<file path="src/rtl/bwg_pkg.sv">
package bwg_pkg;
   typedef enum logic [2:0] {
      BS_IDLE = 3'd0,
      BS_T1   = 3'd1,
      BS_T2   = 3'd2,
      BS_T3   = 3'd3,
      BS_WAIT = 3'd4,
      BS_T4   = 3'd5
   } bus_state_e;
endpackage

</file>
<file path="src/rtl/bwg_ready_sync.sv">
module bwg_ready_sync #(
   parameter int STAGES = 2
) (
   input  logic clk,
   input  logic rst_n,
   input  logic async_in,
   output logic sync_out
);
   logic [STAGES-1:0] sr;

   always_ff @(posedge clk or negedge rst_n) begin
      if (!rst_n) sr <= '0;
      else        sr <= {sr[STAGES-2:0], async_in};
   end

   assign sync_out = sr[STAGES-1];
endmodule

</file>
<file path="src/rtl/bwg_cfg_select.sv">
module bwg_cfg_select #(
   parameter int NUM_REGIONS = 4,
   parameter int WAIT_W      = 2
) (
   input  logic [NUM_REGIONS-1:0]        region_hit,
   input  logic [NUM_REGIONS*WAIT_W-1:0] wait_cfg,
   input  logic [NUM_REGIONS-1:0]        rdy_en_cfg,
   output logic [WAIT_W-1:0]             sel_wait,
   output logic                          sel_rdy_en
);
   logic [WAIT_W-1:0] field [NUM_REGIONS];

   for (genvar g = 0; g < NUM_REGIONS; g++) begin : g_unpack
      assign field[g] = wait_cfg[g*WAIT_W +: WAIT_W];
   end

   // scan downward so the lowest set index is applied last and wins
   always_comb begin
      sel_wait   = '0;
      sel_rdy_en = 1'b0;
      for (int i = NUM_REGIONS - 1; i >= 0; i--) begin
         if (region_hit[i]) begin
            sel_wait   = field[i];
            sel_rdy_en = rdy_en_cfg[i];
         end
      end
   end
endmodule

</file>
<file path="src/rtl/bwg_sequencer.sv">
module bwg_sequencer
   import bwg_pkg::*;
#(
   parameter int WAIT_W = 2
) (
   input  logic              clk,
   input  logic              rst_n,
   input  logic              cyc_start,
   input  logic [WAIT_W-1:0] ld_wait,
   input  logic              ld_rdy_en,
   input  logic              rdy_sync,
   output bus_state_e        state
);
   bus_state_e        state_nx;
   logic [WAIT_W-1:0] cnt, cnt_nx;
   logic              rdy_use, rdy_use_nx;
   logic              may_finish;

   assign may_finish = (cnt == '0) && (!rdy_use || rdy_sync);

   always_comb begin
      state_nx   = state;
      cnt_nx     = cnt;
      rdy_use_nx = rdy_use;
      unique case (state)
         BS_IDLE: if (cyc_start) begin
            state_nx   = BS_T1;
            cnt_nx     = ld_wait;
            rdy_use_nx = ld_rdy_en;
         end
         BS_T1: state_nx = BS_T2;
         BS_T2: state_nx = BS_T3;
         BS_T3, BS_WAIT: begin
            if (may_finish) state_nx = BS_T4;
            else begin
               state_nx = BS_WAIT;
               if (cnt != '0) cnt_nx = cnt - 1'b1;
            end
         end
         BS_T4:   state_nx = BS_IDLE;
         default: state_nx = BS_IDLE;
      endcase
   end

   always_ff @(posedge clk or negedge rst_n) begin
      if (!rst_n) begin
         state   <= BS_IDLE;
         cnt     <= '0;
         rdy_use <= 1'b0;
      end else begin
         state   <= state_nx;
         cnt     <= cnt_nx;
         rdy_use <= rdy_use_nx;
      end
   end
endmodule

</file>
<file path="src/rtl/bus_wait_gen.sv">
module bus_wait_gen
   import bwg_pkg::*;
#(
   parameter int NUM_REGIONS = 4,
   parameter int WAIT_W      = 2,
   parameter int SYNC_STAGES = 2
) (
   input  logic                          clk,
   input  logic                          rst_n,
   input  logic                          cyc_start,
   input  logic [NUM_REGIONS-1:0]        region_hit,
   input  logic [NUM_REGIONS*WAIT_W-1:0] wait_cfg,
   input  logic [NUM_REGIONS-1:0]        rdy_en_cfg,
   input  logic                          ext_ready,
   output logic [2:0]                    bus_state,
   output logic                          data_latch
);
   if (NUM_REGIONS < 1) begin : g_bad_regions
      $error("NUM_REGIONS must be at least 1");
   end
   if (WAIT_W < 1 || WAIT_W > 4) begin : g_bad_wait_w
      $error("WAIT_W must be 1..4");
   end
   if (SYNC_STAGES < 2) begin : g_bad_sync
      $error("SYNC_STAGES must be at least 2");
   end

   logic [WAIT_W-1:0] sel_wait;
   logic              sel_rdy_en;
   logic              rdy_sync;
   bus_state_e        st;

   bwg_ready_sync #(.STAGES(SYNC_STAGES)) u_sync (
      .clk(clk), .rst_n(rst_n), .async_in(ext_ready), .sync_out(rdy_sync)
   );

   bwg_cfg_select #(.NUM_REGIONS(NUM_REGIONS), .WAIT_W(WAIT_W)) u_sel (
      .region_hit(region_hit), .wait_cfg(wait_cfg), .rdy_en_cfg(rdy_en_cfg),
      .sel_wait(sel_wait), .sel_rdy_en(sel_rdy_en)
   );

   bwg_sequencer #(.WAIT_W(WAIT_W)) u_seq (
      .clk(clk), .rst_n(rst_n), .cyc_start(cyc_start),
      .ld_wait(sel_wait), .ld_rdy_en(sel_rdy_en), .rdy_sync(rdy_sync),
      .state(st)
   );

   assign bus_state  = st;
   assign data_latch = (st == BS_T4);
endmodule

</file>
<file path="config.mk">
export PLATFORM = sky130hd
export DESIGN_NAME = bus_wait_gen
export DESIGN_NICKNAME = d
export VERILOG_FILES = /design/src/rtl/bwg_pkg.sv /design/src/rtl/bwg_ready_sync.sv /design/src/rtl/bwg_cfg_select.sv /design/src/rtl/bwg_sequencer.sv /design/src/rtl/bus_wait_gen.sv
export SDC_FILE = /design/constraint.sdc
export NUM_CORES = 1
export LEC_CHECK = 0
export BUFFER_PORTS_ARGS = -buffer_cell sky130_fd_sc_hd__buf_4
export CORE_AREA = 5 5 42 44
export DETAILED_ROUTE_END_ITERATION = 10
export DIE_AREA = 0 0 47 49
export PLACE_DENSITY = 0.72
export SLEW_MARGIN = 10
export SYNTH_ARGS = -nofsm -noshare
export SYNTH_HDL_FRONTEND = slang
export SYNTH_SLANG_ARGS = --single-unit
</file>
<file path="constraint.sdc">
create_clock -name clk -period 1.8 [get_ports clk]
set_clock_uncertainty 0.1 [all_clocks]
set_input_delay 0.36 -clock clk [delete_from_list [all_inputs] [get_ports clk]]
set_output_delay 0.36 -clock clk [all_outputs]
set_load 0.05 [all_outputs]
</file>
==> impl_metrics.toml <==
[grt]
grt_antenna_before_repair = 0
use_met1_pct = 14.80
top_usage_layer = "met2"
grt_max_degree = 13
grt_use_met3_pct = 4.059
grt_remaining_overflow = 0
grt_pass1_vias = 572
track_usage_pct = 12.33
grt_pass1_wl_mm = 2.139
use_met2_pct = 19.23

[logic_synthesis]
synth_nets = 86
ys.flop_type = "dfrtp_1"
synth_edf_count = 0
syn_inst = 65
synth_top_family_by_area = "simple AND/OR/NAND/NOR gates"
async_flop_share_pct = 100.0
synthAdderAreaFrac_pct = 2.252
yosys_warnings = 0
synth.area.top_cells = "dfrtp_1 36%, a21oi_1 6.3%, nand2_1 5.4%"
synth_compound_area_share_pct = 23.65
synth-simple-area-share_pct = 25.23
yosysTopAreaCell = "dfrtp_1"
synth-seq-cells = 8
synth_mux_area_share_pct = 1.802
synth_top_area_share_pct = 36.04
synth_common_cells = "8 x dfrtp_1, 8 x nand2_1, 7 x a21oi_1"
synthXorXnorAreaFrac_pct = 1.577
synth_area_um2 = 555.5
ys_types = 28
syn-mean-instance-area_um2 = 8.547
synth_seq_area_share_pct = 36.04

[sta]
slew_headroom_pct = 75.93
fin_crit_sh_pct = 93.51
tightest_slew_ns = 0.3610
fin_hold_ws_ns = 0.1200
hold_violations = 0
finalSetupViolations = 0
tns_ns = 0
period_minus_slack_ns = 1.683
maxClockFrequency_mhz = 594.1
maxSlewViolCount = 0

[drt]
routed_via_density = 5.349
postRouteAntennaNets = 0
dr.pass1.iters = 4
wirelength_mm = 1.298
drc = 0
avgRoutedWirePerCell_um = 12.25
dr.first_iter.drc_count = 22
via_count = 567

[pwr]
p_total_mw = 1.095
p_leak_nw = 0.3605
ir_drop_mv = 0.6681
power_density_nw_per_um2 = 1435

[floorplanning]
dieHeight_um = 49
die_width_um = 47
core_region_area_um2 = 1401
dieArea_um2 = 2303
io_pins = 24
start_util_pct = 39.64
rows = 14

[setup_path]
end_kind = "register"
reg2reg_slack_ns = 0.12
crit_path_start_kind = "register"
critPathKind = "register to register"
crit_required_ns = 1.88
cp.arrival_ns = 1.76
path_max_fanout = 7

[final_layout]
syn2layout_area_growth_pct = 37.39
num-fill-cells = 140
drive_gt1_share_pct = 33.33
nets = 113
diodes = 0

[clock_network]
clk_latency_ns = 0.25
cts_root_buffer = "clkbuf_4"
cts.reportedPaths.clkPinSlew_ns = 0.05
cts_max_path_buffers = 2
cts_sinks = 8
cts_tree = "built"
cts_made_buffers = 3
htree_levels = 1

[placed_design]
dpl.hpwl_mm = 1.037
port_buffers = 23
gp_congestion = 0.8638

[flow_run]
drv_cap = 0

[worst_hold_path]
hp-class = "primary input to register"

[run_status]
status = "completed"
-- state kept, by name, summed over array words and instances, names as in the netlist --
signal,cells
u_sync.sr,2
u_seq.rdy_use,1
u_seq.state,3
u_seq.cnt,2
-- final timing paths --
| check | startpoint | depth (start not counted) | end |
|---|---|---|---|
| hold / removal | ext_ready | 1 | u_sync.sr[0] |
| min in group asynchronous | rst_n | 2 | u_sync.sr[1] |
| setup / recovery | u_seq.cnt[0] | 6 | u_seq.cnt[0] |
| setup reg to reg | u_seq.cnt[0] | 6 | u_seq.cnt[0] |
| max in group asynchronous | rst_n | 2 | u_seq.cnt[1] |
| hold reg to reg | u_sync.sr[0] | 0 | u_sync.sr[1] |
-- critical path, stage by stage (launching register included) --
cell and delay (ns):
dfrtp_1 0.39, inv_1 0.07, ha_2 0.22, or4b_1 0.51
o21ai_0 0.10, a222oi_1 0.09, a21oi_1 0.13
-- per-stage QoR --
stage / setup slack, ns / instance area, um^2 / util (%) / cells
2_1_floorplan: 0.0001867 / 558.0 / - / 65
3_3_place_gp: 0.1648 / 720.7 / 51.43 / 101
3_5_place_dp: 0.09341 / 720.7 / 51.43 / 101
4_1_cts: 0.08650 / 753.2 / 53.75 / 105
5_1_grt: -0.01601 / 763.2 / 54.46 / 106
6_report: 0.1168 / 763.2 / 54.46 / 106
-- layout make-up --
class / instances / area [um^2] / share of cell area (%)
Multi-Input combinational cell: 48 / 307.8 / 40.33
Sequential cell: 8 / 200.2 / 26.23
Timing Repair Buffer: 25 / 190.2 / 24.92
Tap cell: 16 / 20.02 / 2.623
Clock buffer: 3 / 22.52 / 2.951
Inverter: 6 / 22.52 / 2.951
-- report_power, final --
| group | internal, mW | switching, mW | total, mW |
|---|---|---|---|
| clock network | 0.0760 | 0.0569 | 0.133 |
| registers | 0.248 | 0.110 | 0.357 |
| logic | 0.270 | 0.335 | 0.605 |
-- kinds of logic after synthesis --
group | after synthesis
muxes | 1
xor gates and xnor gates | 1
adders and majority gates | 1
AOI/OAI and AO/OA | 20
and+or+nand+nor | 25
DFF | 8
buffers and inverters | 9
-- routing by layer --
layer | wire length [um] | up-vias
met4 | 10 | 0
met5 | 0 | -
met2 | 659 | 25
met1 | 533 | 258
met3 | 95 | 2
li1 | - | 282
-- layout by cell type, fill, tap and decap left out, types with 2 or more instances in the layout --
cell type,count
buf_4,24
nand2_1,8
dfrtp_1,8
a21oi_1,7
inv_1,6
nor2_1,4
o21ai_0,4
nand3b_1,3
clkbuf_4,3
nor3_1,2
nor2b_1,2
-- what timing repair did --
| action | in CTS | in global routing |
|---|---|---|
| setup endpoints to repair | 0 | 1 |
| gates resized for setup | 0 | 1 |
| endpoints found under the hold margin | 8 | 0 |
| setup buffers | 0 | 1 |
| hold buffers | 1 | 0 |
Note: power is estimated with default switching activity, not from simulation.
